[config.mk]
export PLATFORM = sky130hd
export DESIGN_NAME = alu_flag_core
export DESIGN_NICKNAME = d
export VERILOG_FILES = /design/src/rtl/alu_pkg.sv /design/src/rtl/alu_addsub.sv /design/src/rtl/alu_logic_unit.sv /design/src/rtl/alu_flags_reg.sv /design/src/rtl/alu_flag_core.sv
export SDC_FILE = /design/constraint.sdc
export NUM_CORES = 1
export LEC_CHECK = 0
export BUFFER_PORTS_ARGS = -buffer_cell sky130_fd_sc_hd__buf_4
export CAP_MARGIN = 20
export CORE_MARGIN = 10
export CORE_UTILIZATION = 57
export CTS_CLUSTER_SIZE = 20
export DETAILED_ROUTE_END_ITERATION = 8
export PLACE_DENSITY = 0.9
export SETUP_SLACK_MARGIN = 0.1
export SYNTH_ARGS = -nofsm -noshare
export SYNTH_HDL_FRONTEND = slang
export SYNTH_HIERARCHICAL = 1
export SYNTH_SLANG_ARGS = --single-unit
export TNS_END_PERCENT = 100
[constraint.sdc]
create_clock -name clk_i -period 6 [get_ports clk_i]
set_input_delay 0.9 -clock clk_i [delete_from_list [all_inputs] [get_ports clk_i]]
set_output_delay 0.9 -clock clk_i [all_outputs]
set_load 0.005 [all_outputs]
[src/rtl/alu_pkg.sv]
package alu_pkg;
  typedef enum logic [2:0] {
    OP_ADD = 3'd0,
    OP_SUB = 3'd1,
    OP_AND = 3'd2,
    OP_ORR = 3'd3,
    OP_EOR = 3'd4,
    OP_BIC = 3'd5,
    OP_MVN = 3'd6,
    OP_CMP = 3'd7
  } alu_op_e;

  localparam int unsigned FLAG_N = 3;
  localparam int unsigned FLAG_Z = 2;
  localparam int unsigned FLAG_C = 1;
  localparam int unsigned FLAG_V = 0;

  function automatic logic is_logic_op(alu_op_e op);
    return (op inside {OP_AND, OP_ORR, OP_EOR, OP_BIC, OP_MVN});
  endfunction
endpackage

[src/rtl/alu_addsub.sv]
module alu_addsub #(
  parameter int unsigned W = 32
) (
  input  logic [W-1:0] a_i,
  input  logic [W-1:0] b_i,
  input  logic         sub_i,
  output logic [W-1:0] sum_o,
  output logic         carry_o,
  output logic         ovf_o
);
  localparam int unsigned MSB = W - 1;
  logic [W-1:0] b_eff;
  logic [W:0]   wide;

  assign b_eff = sub_i ? ~b_i : b_i;
  assign wide  = {1'b0, a_i} + {1'b0, b_eff} + {{W{1'b0}}, sub_i};
  assign sum_o   = wide[W-1:0];
  assign carry_o = wide[W];
  // signed overflow: like-signed inputs, differently signed output
  assign ovf_o   = (a_i[MSB] == b_eff[MSB]) && (sum_o[MSB] != a_i[MSB]);
endmodule

[src/rtl/alu_logic_unit.sv]
module alu_logic_unit
  import alu_pkg::*;
#(
  parameter int unsigned W = 32
) (
  input  alu_op_e      op_i,
  input  logic [W-1:0] a_i,
  input  logic [W-1:0] b_i,
  output logic [W-1:0] res_o
);
  always_comb begin
    unique case (op_i)
      OP_AND:  res_o = a_i & b_i;
      OP_ORR:  res_o = a_i | b_i;
      OP_EOR:  res_o = a_i ^ b_i;
      OP_BIC:  res_o = a_i & ~b_i;
      OP_MVN:  res_o = ~b_i;
      default: res_o = '0;
    endcase
  end
endmodule

[src/rtl/alu_flags_reg.sv]
module alu_flags_reg #(
  parameter int unsigned NF = 4
) (
  input  logic          clk_i,
  input  logic          rst_ni,
  input  logic          we_i,
  input  logic [NF-1:0] d_i,
  output logic [NF-1:0] q_o
);
  always_ff @(posedge clk_i or negedge rst_ni) begin
    if (!rst_ni)   q_o <= '0;
    else if (we_i) q_o <= d_i;
  end

  // no enable, no change
  p_hold_r7: assert property (@(posedge clk_i) disable iff (!rst_ni)
    !we_i |=> $stable(q_o));
endmodule

[src/rtl/alu_flag_core.sv]
module alu_flag_core
  import alu_pkg::*;
#(
  parameter int unsigned W = 32
) (
  input  logic         clk_i,
  input  logic         rst_ni,
  input  logic [2:0]   op_i,
  input  logic [W-1:0] a_i,
  input  logic [W-1:0] b_i,
  input  logic         set_flags_i,
  input  logic         res_en_i,
  output logic [W-1:0] result_o,
  output logic         res_we_o,
  output logic [3:0]   flags_o
);
  localparam int unsigned MSB = W - 1;

  alu_op_e      op;
  logic         is_arith, is_sub, is_cmp, flag_we;
  logic [W-1:0] sum, lres;
  logic         carry, ovf;
  logic [3:0]   flags_d;

  assign op       = alu_op_e'(op_i);
  assign is_cmp   = (op == OP_CMP);
  assign is_sub   = (op == OP_SUB) || is_cmp;
  assign is_arith = (op == OP_ADD) || is_sub;
  assign flag_we  = set_flags_i || is_cmp;

  alu_addsub #(.W(W)) u_addsub (
    .a_i(a_i), .b_i(b_i), .sub_i(is_sub),
    .sum_o(sum), .carry_o(carry), .ovf_o(ovf)
  );

  alu_logic_unit #(.W(W)) u_logic (
    .op_i(op), .a_i(a_i), .b_i(b_i), .res_o(lres)
  );

  assign result_o = is_arith ? sum : lres;
  assign res_we_o = res_en_i && !is_cmp;

  always_comb begin
    flags_d         = flags_o;
    flags_d[FLAG_N] = result_o[MSB];
    flags_d[FLAG_Z] = (result_o == '0);
    if (is_arith) begin
      flags_d[FLAG_C] = carry;
      flags_d[FLAG_V] = ovf;
    end
  end

  alu_flags_reg #(.NF(4)) u_flags (
    .clk_i(clk_i), .rst_ni(rst_ni), .we_i(flag_we),
    .d_i(flags_d), .q_o(flags_o)
  );


  p_cmp_no_write_r6: assert property (@(posedge clk_i) disable iff (!rst_ni)
    (op_i == 3'd7) |-> !res_we_o);
  p_cmp_updates_r6: assert property (@(posedge clk_i) disable iff (!rst_ni)
    (op_i == 3'd7) |=> (flags_o[FLAG_C] == $past(carry)));

  p_logic_keeps_cv_r5: assert property (@(posedge clk_i) disable iff (!rst_ni)
    (flag_we && op_i inside {3'd2, 3'd3, 3'd4, 3'd5, 3'd6})
      |=> $stable(flags_o[1:0]));

  p_nz_track_r4: assert property (@(posedge clk_i) disable iff (!rst_ni)
    flag_we |=> (flags_o[FLAG_N] == $past(result_o[MSB]))
             && (flags_o[FLAG_Z] == ($past(result_o) == '0)));

  p_we_pass_r8: assert property (@(posedge clk_i) disable iff (!rst_ni)
    (op_i != 3'd7) |-> (res_we_o == res_en_i));
endmodule

==> metrics.cfg, run 1 <==
[clock_network]
clockBufferDepth = 2
cts_setup_buffers = 0
cts.clk_slew.worst_paths_ns = 0.03
cts_made_buffers = 3
hold_buffers = 0
h-tree-depth = 1
root_buffer = clkbuf_8
clkLatencyLatePin_ns = 0.21
clkSinkCount = 4
cts_tree = built
cts.repair.resized = 0

[floorplanning]
fp.dieH_um = 110.0
die_area_sq_mm = 0.01209
row_count = 32
die_x_um = 110.0
start_util = 0.5910
io_pins = 108
fp.coreArea_sq_mm = 0.007807

[routing]
routedWlPerCell_um = 18.69
wl_mm = 14.75
ant_nets = 0
drt-pass1-iter-count = 5
drt_iter0_drc = 325
dr_total_vias = 4917
via_per_inst = 6.232
drc = 0

[synth]
yosys_warnings = 6
synth_top_family_by_area = compound AO/OA/AOI/OAI gates
synth_edf_count = 0
post_synth.cell_area_avg_sq_um = 7.665
syn_area_sq_mm = 0.004614
synth_fa_ha_area_frac = 0.1752
yosys-mux-area-fraction = 0.2112
synth_xor_xnor_area_share = 0.1101
synth_ff_type = dfrtp_1
synth-simple-area-share = 0.1537
ys_types = 62
synth_compound_area_frac = 0.2329
ys_seq_area_frac = 0.02169
ys_async_sr_fraction = 1.000
ys_ff_latch = 4
synth_cells = 602
synth_nets = 737

[pwr]
p_total_mw = 0.8083
ir_drop_mv = 0.09756
power.density_mw_per_mm2 = 146.4
p_leak_nw = 2.840

[outcome]
status = complete, no violations

[cells_and_area]
design_area_sq_mm = 0.005520
fin_nets = 824
layout_commonest_cell = buf_4
layout-drive-gt1-share = 0.3071
mostFrequentLayoutCells = buf_4, inv_1, mux2_2
stdcell_count = 789
biggestRegsByFlops = u_flags/q_o (4)
n_antenna_cell = 0
largest_reg_flops = 4
largest-register = u_flags/q_o
fillers = 630
syn_to_final_growth_pct = 19.63

[grt]
grt_pass1_vias = 5160
grt_pass1_wl_mm = 23.53
grt_usage = 0.2313
grt.overflow.total = 0
grt_max_degree = 39
antenna_found_initial = 0

[sta]
min_period_ns = 5.509
hold_slack_ns = 0.4715
setup_violations = 0
clock.fmax_mhz = 181.5
fin_skew_ns = 0
slew_viol_final = 0
rsz0062_at_grt = false
tightestPinTransition_ns = 0.5614
fin_crit_sh = 0.9182
max_slew_margin = 0.6257
hold_viol = 0
fin_tns_setup_ns = 0

[job]
cap_violations = 0

[placement]
portBuffers = 107
place_congestion = 0.9561
dpl_cell_area_sq_mm = 0.005451
placed_cells = 785
hpwl_mm = 11.70

[worst_setup_path]
end_kind = output port
r2r-start = u_flags/q_o[1]
worst_ep_arrival_time_ns = 4.61
slowest_stage = o31ai_2
cp_slowest_stage_delay_ns = 0.44
crit_top_cell = buf_4
reg2regPathDepth = 2
reg2reg_slack_ns = 4.97
required_ns = 5.10
crit_type = input port to output port
worstReg2RegEnd = u_flags/q_o[1]
worstSetupStartpointType = input port
worstPathCellList = buf_4 -> nand3_2 -> o21ai_4 -> and2_2 -> buf_4 -> xor2_1 -> ha_1 -> o21ai_0 -> a211oi_2 -> o31ai_2 -> o21ai_1 -> a31o_2 -> a211oi_2 -> xnor2_1 -> mux2_2 -> buf_4
path_max_fanout = 24

[worst_hold_path]
min_path_type = input port to asynchronous set/reset pin

## stage by stage
step / worst slack (ns) / util
after floorplan: 0.6753 / -
after global placement: 0.6904 / 0.6982
after detailed placement: 0.5556 / 0.6982
after CTS: 0.5362 / 0.7035
after global routing: 0.1868 / 0.7071
final: 0.4910 / 0.7071
## power by group
part	internal, mW	switching (mW)	leakage, nW
registers	0.0344	0.00495	0.0515
clock network	0.0427	0.0132	0.0216
logic	0.343	0.370	2.77
## worst max-delay path by stage
stage               depth (start not counted)  startpoint      endpoint
floorplan                                  18     op_i[1]  result_o[26]
global placement                           17     op_i[1]  result_o[26]
detailed placement                         16     op_i[1]  result_o[30]
CTS                                        16     op_i[1]  result_o[30]
global route                               17     op_i[1]  result_o[24]
finish                                     16     op_i[1]  result_o[30]
## area by class of cell
type,instances,area [sq um],share of cell area
clock buffers,3,41.29,0.007480
inverters,75,281.5,0.05100
multi-input cells,490,4086,0.7403
flip-flops and latches,4,100.1,0.01813
well taps,102,127.6,0.02312
repair buffers,115,883.3,0.1600
## worst max-delay path, delay by kind of cell
family | cells | cell delay, ns
and+or+nand+nor | 2 | 0.36
adders and majority gates | 1 | 0.32
muxes | 1 | 0.30
AOI/OAI and AO/OA | 7 | 1.68
buffers and inverters | 3 | 0.72
xor gates and xnor gates | 2 | 0.31
## cells by family after synthesis
kind of cell / Yosys count
DFF: 4
and+or+nand+nor: 143
muxes: 88
adders and majority gates: 64
AOI/OAI and AO/OA: 137
xor gates and xnor gates: 58
buffers and inverters: 108
## per-layer routing
metal	global-route usage	up-vias	share of wire
met5	0	-	0
met3	0.03598	49	0.077
met4	0.09944	0	0.033
met2	0.4204	225	0.50
li1	-	2365	-
met1	0.2605	2278	0.38
## cell usage after synthesis, types with 5 or more instances
cell type	number	area, sq um
xnor2_1	19	166.4
o221ai_1	8	70.07
and3_1	5	31.28
nand4_1	5	31.28
o21ai_0	15	75.07
a21oi_1	28	140.1
inv_1	75	281.5
mux2i_1	16	160.2
nand2b_1	7	43.79
nor2b_1	6	37.54
o221ai_2	7	105.1
xor2_1	39	341.6
buf_2	5	25.02
nand2_1	40	150.1
nor3_1	7	35.03
mux2_2	70	788.3
o211ai_1	17	127.6
a221o_1	16	160.2
a21o_1	9	67.56
nor2_1	36	135.1
nand3_1	12	60.06
nor4_1	12	75.07
ha_1	63	788.3
clkbuf_1	20	75.07
(Power assumes the default switching activity.)
==> inputs of run 2 (changes only) <==
MAX_ROUTING_LAYER = met4   (was unset)
SLEW_MARGIN = 0   (was unset)
==> run 2 against run 1 <==
Effect of this change: worst setup slack got worse by 0.055 ns; sequential share of layout area is essentially flat; count of clock-buffer cells in the layout unchanged; largest cell class unchanged.
==> metrics.cfg, run 2 (synthesis gave the netlist of run 1 again) <==
[pwr]
ir_drop_mv = 0.1266
p_leak_nw = 2.831
p_total_mw = 0.8039
power.density_mw_per_mm2 = 146.2

[clock_network]
cts_made_buffers = 3
cts.repair.resized = 0
clockBufferDepth = 2
cts.clk_slew.worst_paths_ns = 0.03
clkSinkCount = 4
clkLatencyLatePin_ns = 0.21
h-tree-depth = 1
hold_buffers = 0
cts_tree = built
root_buffer = clkbuf_8
cts_setup_buffers = 0

[sta]
fin_skew_ns = 0
rsz0062_at_grt = false
min_period_ns = 5.564
fin_tns_setup_ns = 0
max_slew_margin = 0.5746
fin_crit_sh = 0.9273
clock.fmax_mhz = 179.7
hold_viol = 0
tightestPinTransition_ns = 0.6353
setup_violations = 0
slew_viol_final = 0

[worst_setup_path]
worstPathCellList = buf_4 -> nand3_2 -> o21ai_4 -> and2_2 -> buf_4 -> xor2_1 -> ha_1 -> a211oi_2 -> o211ai_1 -> a221oi_1 -> o21ai_1 -> a31o_2 -> a211oi_2 -> xnor2_1 -> mux2_2 -> buf_4
reg2regPathDepth = 2
required_ns = 5.10
path_max_fanout = 25
end_kind = output port
crit_top_cell = buf_4
crit_type = input port to output port
worstSetupStartpointType = input port
slowest_stage = a221oi_1
worst_ep_arrival_time_ns = 4.66
cp_slowest_stage_delay_ns = 0.41

[placement]
hpwl_mm = 11.82
place_congestion = 0.9787
portBuffers = 107

[cells_and_area]
layout-drive-gt1-share = 0.3071
biggestRegsByFlops = u_flags/q_o (4)
syn_to_final_growth_pct = 19.20
mostFrequentLayoutCells = buf_4, inv_1, mux2_2
fin_nets = 824
largest_reg_flops = 4
n_antenna_cell = 0
largest-register = u_flags/q_o
layout_commonest_cell = buf_4

[grt]
grt_max_degree = 39
grt_pass1_wl_mm = 23.86
grt.overflow.total = 0
antenna_found_initial = 0
grt_pass1_vias = 5102
grt_usage = 0.2419

[floorplanning]
die_area_sq_mm = 0.01209
fp.dieH_um = 110.0
fp.coreArea_sq_mm = 0.007807
die_x_um = 110.0
row_count = 32
start_util = 0.5910
io_pins = 108

[routing]
drt-pass1-iter-count = 5
via_per_inst = 6.101
dr_total_vias = 4814
wl_mm = 14.70
drt_iter0_drc = 227
drc = 0
ant_nets = 0
routedWlPerCell_um = 18.63

[job]
cap_violations = 0

[worst_hold_path]
min_path_type = input port to asynchronous set/reset pin

[outcome]
status = complete, no violations

## run 2: final cells by class
type	count	area, sq um
clock buffer	3	41.29
tap	102	127.6
sequential	4	100.1
timing repair buffer	115	863.3
inverter	75	281.5
multi-input combinational	490	4086
fill	645	2307
## run 2: worst max-delay path, delay by kind of cell
family	cells	cell delay (ns)
AND/OR/NAND/NOR	2	0.44
XOR/XNOR	2	0.31
buffers and inverters	3	0.72
multiplexers	1	0.29
adder cells (fa/ha/maj)	1	0.34
AO/OA/AOI/OAI	7	1.62
## run 2: through the flow
step	instances	setup WS [ns]	area (sq um)	util	hold WS (ns)
floorplan	602	0.6753	4614	-	0.5053
CTS	789	0.4723	5500	0.7045	0.4777
global route	789	0.1490	5500	0.7045	0.4725
global placement	786	0.6166	5459	0.6992	0.4937
detailed placement	786	0.4809	5459	0.6992	0.4973
finish	789	0.4363	5500	0.7045	0.4804
## run 2: where the power goes
part / switching (mW) / internal, mW
Combinational: 0.369 / 0.342
Clock: 0.0115 / 0.0426
Sequential: 0.00514 / 0.0344
## run 2: worst paths after layout
kind / from / slack, ns / to
max in group asynchronous: rst_ni / 5.42 / u_flags/q_o[3]
min in group clk_i: u_flags/q_o[3] / 0.50 / u_flags/q_o[3]
setup reg to reg: u_flags/q_o[1] / 4.95 / u_flags/q_o[1]
hold reg to reg: u_flags/q_o[3] / 0.50 / u_flags/q_o[3]
setup / recovery: op_i[1] / 0.44 / result_o[30]
hold / removal: rst_ni / 0.48 / u_flags/q_o[0]
## run 2: metal layers
metal  vias up  share of wire  global-route usage  wire [um]
li1       2365              -                   -          -
met1      2241           0.41              0.2791       6067
met2       184           0.51              0.4361       7528
met3        24          0.058             0.02438        853
met4         0          0.017             0.06134        253
met5         -              0                   -          0
==> inputs of run 3 (changes only) <==
RECOVER_POWER = 50   (was unset)
==> run 3 against run 2 <==
Effect of this change: first-iteration DRC count fell by 5.3%; register-to-register slack barely moved; final area fell by 0.75%; wire length fell by 0.68%; sequential power barely moved; clock skew did not move; non-clock buffer count did not move; sequential share of layout area barely moved; power fell by 1.1%; critical endpoint unchanged; largest power group unchanged.
==> metrics.cfg, run 3 (synthesis gave the netlist of run 1 again) <==
[outcome]
status = complete, no violations

[sta]
fin_tns_setup_ns = 0
fin_skew_ns = 0
setup_violations = 0
min_period_ns = 5.684
hold_viol = 0
fin_crit_sh = 0.9473
max_slew_margin = 0.05434
hold_slack_ns = 0.4964
tightestPinTransition_ns = 1.418
clock.fmax_mhz = 175.9
slew_viol_final = 0
rsz0062_at_grt = false

[grt]
grt_pass1_vias = 5102
grt_max_degree = 39
grt.overflow.total = 0
antenna_found_initial = 0
grt_pass1_wl_mm = 23.86
grt.met1_usage = 0.2791
grt_usage = 0.2419
top_usage_layer = met2
met2_usage = 0.4361
met3_usage = 0.02438

[cells_and_area]
seq_area_sq_um = 100.1
fillers = 650
n_antenna_cell = 0
syn_to_final_growth_pct = 18.30
layout_commonest_cell = buf_4
fin_nets = 824
mostFrequentLayoutCells = buf_4, inv_1, mux2_2
multi_input_area_sq_mm = 0.004075
stdcell_count = 789
final_util = 0.6992
layout-drive-gt1-share = 0.2926
biggestRegsByFlops = u_flags/q_o (4)
largest-register = u_flags/q_o
design_area_sq_mm = 0.005459
largest_reg_flops = 4

[clock_network]
cts.clk_slew.worst_paths_ns = 0.03
hold_buffers = 0
clkLatencyLatePin_ns = 0.21
cts_made_buffers = 3
h-tree-depth = 1
cts_setup_buffers = 0
cts_tree = built
clkSinkCount = 4
cts.repair.resized = 0
root_buffer = clkbuf_8
clockBufferDepth = 2

[floorplanning]
die_area_sq_mm = 0.01209
io_pins = 108
die_x_um = 110.0
fp.dieH_um = 110.0
row_count = 32
fp.coreArea_sq_mm = 0.007807
start_util = 0.5910

[routing]
wl_mm = 14.60
routedWlPerCell_um = 18.51
drc = 0
drt_iter0_drc = 215
via_per_inst = 6.141
dr_total_vias = 4845
ant_nets = 0
drt-pass1-iter-count = 5

[pwr]
p_leak_nw = 2.797
power.density_mw_per_mm2 = 145.6
ir_drop_mv = 0.1266

[placement]
place_congestion = 0.9787
dpl_cell_area_sq_mm = 0.005459
hpwl_mm = 11.82
placed_cells = 786
portBuffers = 107

[worst_setup_path]
worstSetupStartpointType = input port
crit_family = buffers and inverters
crit_type = input port to output port
path_buf_inv = 4
worstPathCellList = buf_4 -> clkbuf_1 -> nand3b_1 -> clkbuf_1 -> mux2i_1 -> a221o_1 -> mux2_2 -> buf_4
worst_ep_arrival_time_ns = 4.78
required_ns = 5.10
cp_slowest_stage_delay_ns = 1.07
end_kind = output port
path_max_fanout = 29
slowest_stage = clkbuf_1

[job]
cap_violations = 0

[worst_hold_path]
min_path_type = flop to flop

[run 3: cell count changes in the layout (fill, tap and decap cells not counted)]
cell,previous run,this run
clkbuf_4,0,4
nand3_2,1,0
o221ai_2,7,6
buf_4,115,103
nand3_1,12,13
o221ai_1,8,9
clkbuf_1,0,8
[run 3: worst register-to-register path, delay by kind of cell, from the launching register on]
kind	cells	cell delay, ns
flops	1	0.39
mux	2	0.54
[run 3: area by class of cell]
class / count / share of cell area
Clock buffer: 3 / 0.007564
Tap cell: 102 / 0.02338
Sequential cell: 4 / 0.01834
Inverter: 75 / 0.05157
Multi-Input combinational cell: 490 / 0.7465
Timing Repair Buffer: 115 / 0.1526
[run 3: per-layer routing]
layer	vias to the layer above	wire, um
met5	-	0
met4	0	283
met2	205	7480
li1	2363	-
met1	2251	5790
met3	26	1048
[run 3: per-stage QoR]
| stage | worst slack (ns) | power (mW) |
|---|---|---|
| final | 0.3164 | 0.7948 |
| after detailed placement | 0.4809 | 0.7382 |
| after CTS | 0.4723 | 0.7983 |
| after global placement | 0.6166 | 0.7220 |
| after floorplan | 0.6753 | 0.4949 |
| after global routing | 0.07673 | 0.8653 |
[run 3: power breakdown]
group / total [mW] / switching (mW) / internal (mW)
registers: 0.0393 / 0.00489 / 0.0344
clock network: 0.0541 / 0.0115 / 0.0426
logic: 0.701 / 0.367 / 0.334
total: 0.795 / 0.384 / 0.411
[run 3: path summary, 6_finish.rpt]
path,cells after the start,end,start,slack (ns)
worst max-delay path,8,result_o[30],op_i[1],0.32
worst min register to register,1,u_flags/q_o[3],u_flags/q_o[3],0.50
min in group asynchronous,1,u_flags/q_o[0],rst_ni,0.52
worst max register to register,2,u_flags/q_o[1],u_flags/q_o[1],4.95
max in group asynchronous,1,u_flags/q_o[3],rst_ni,5.29
worst min-delay path,1,u_flags/q_o[3],u_flags/q_o[3],0.50
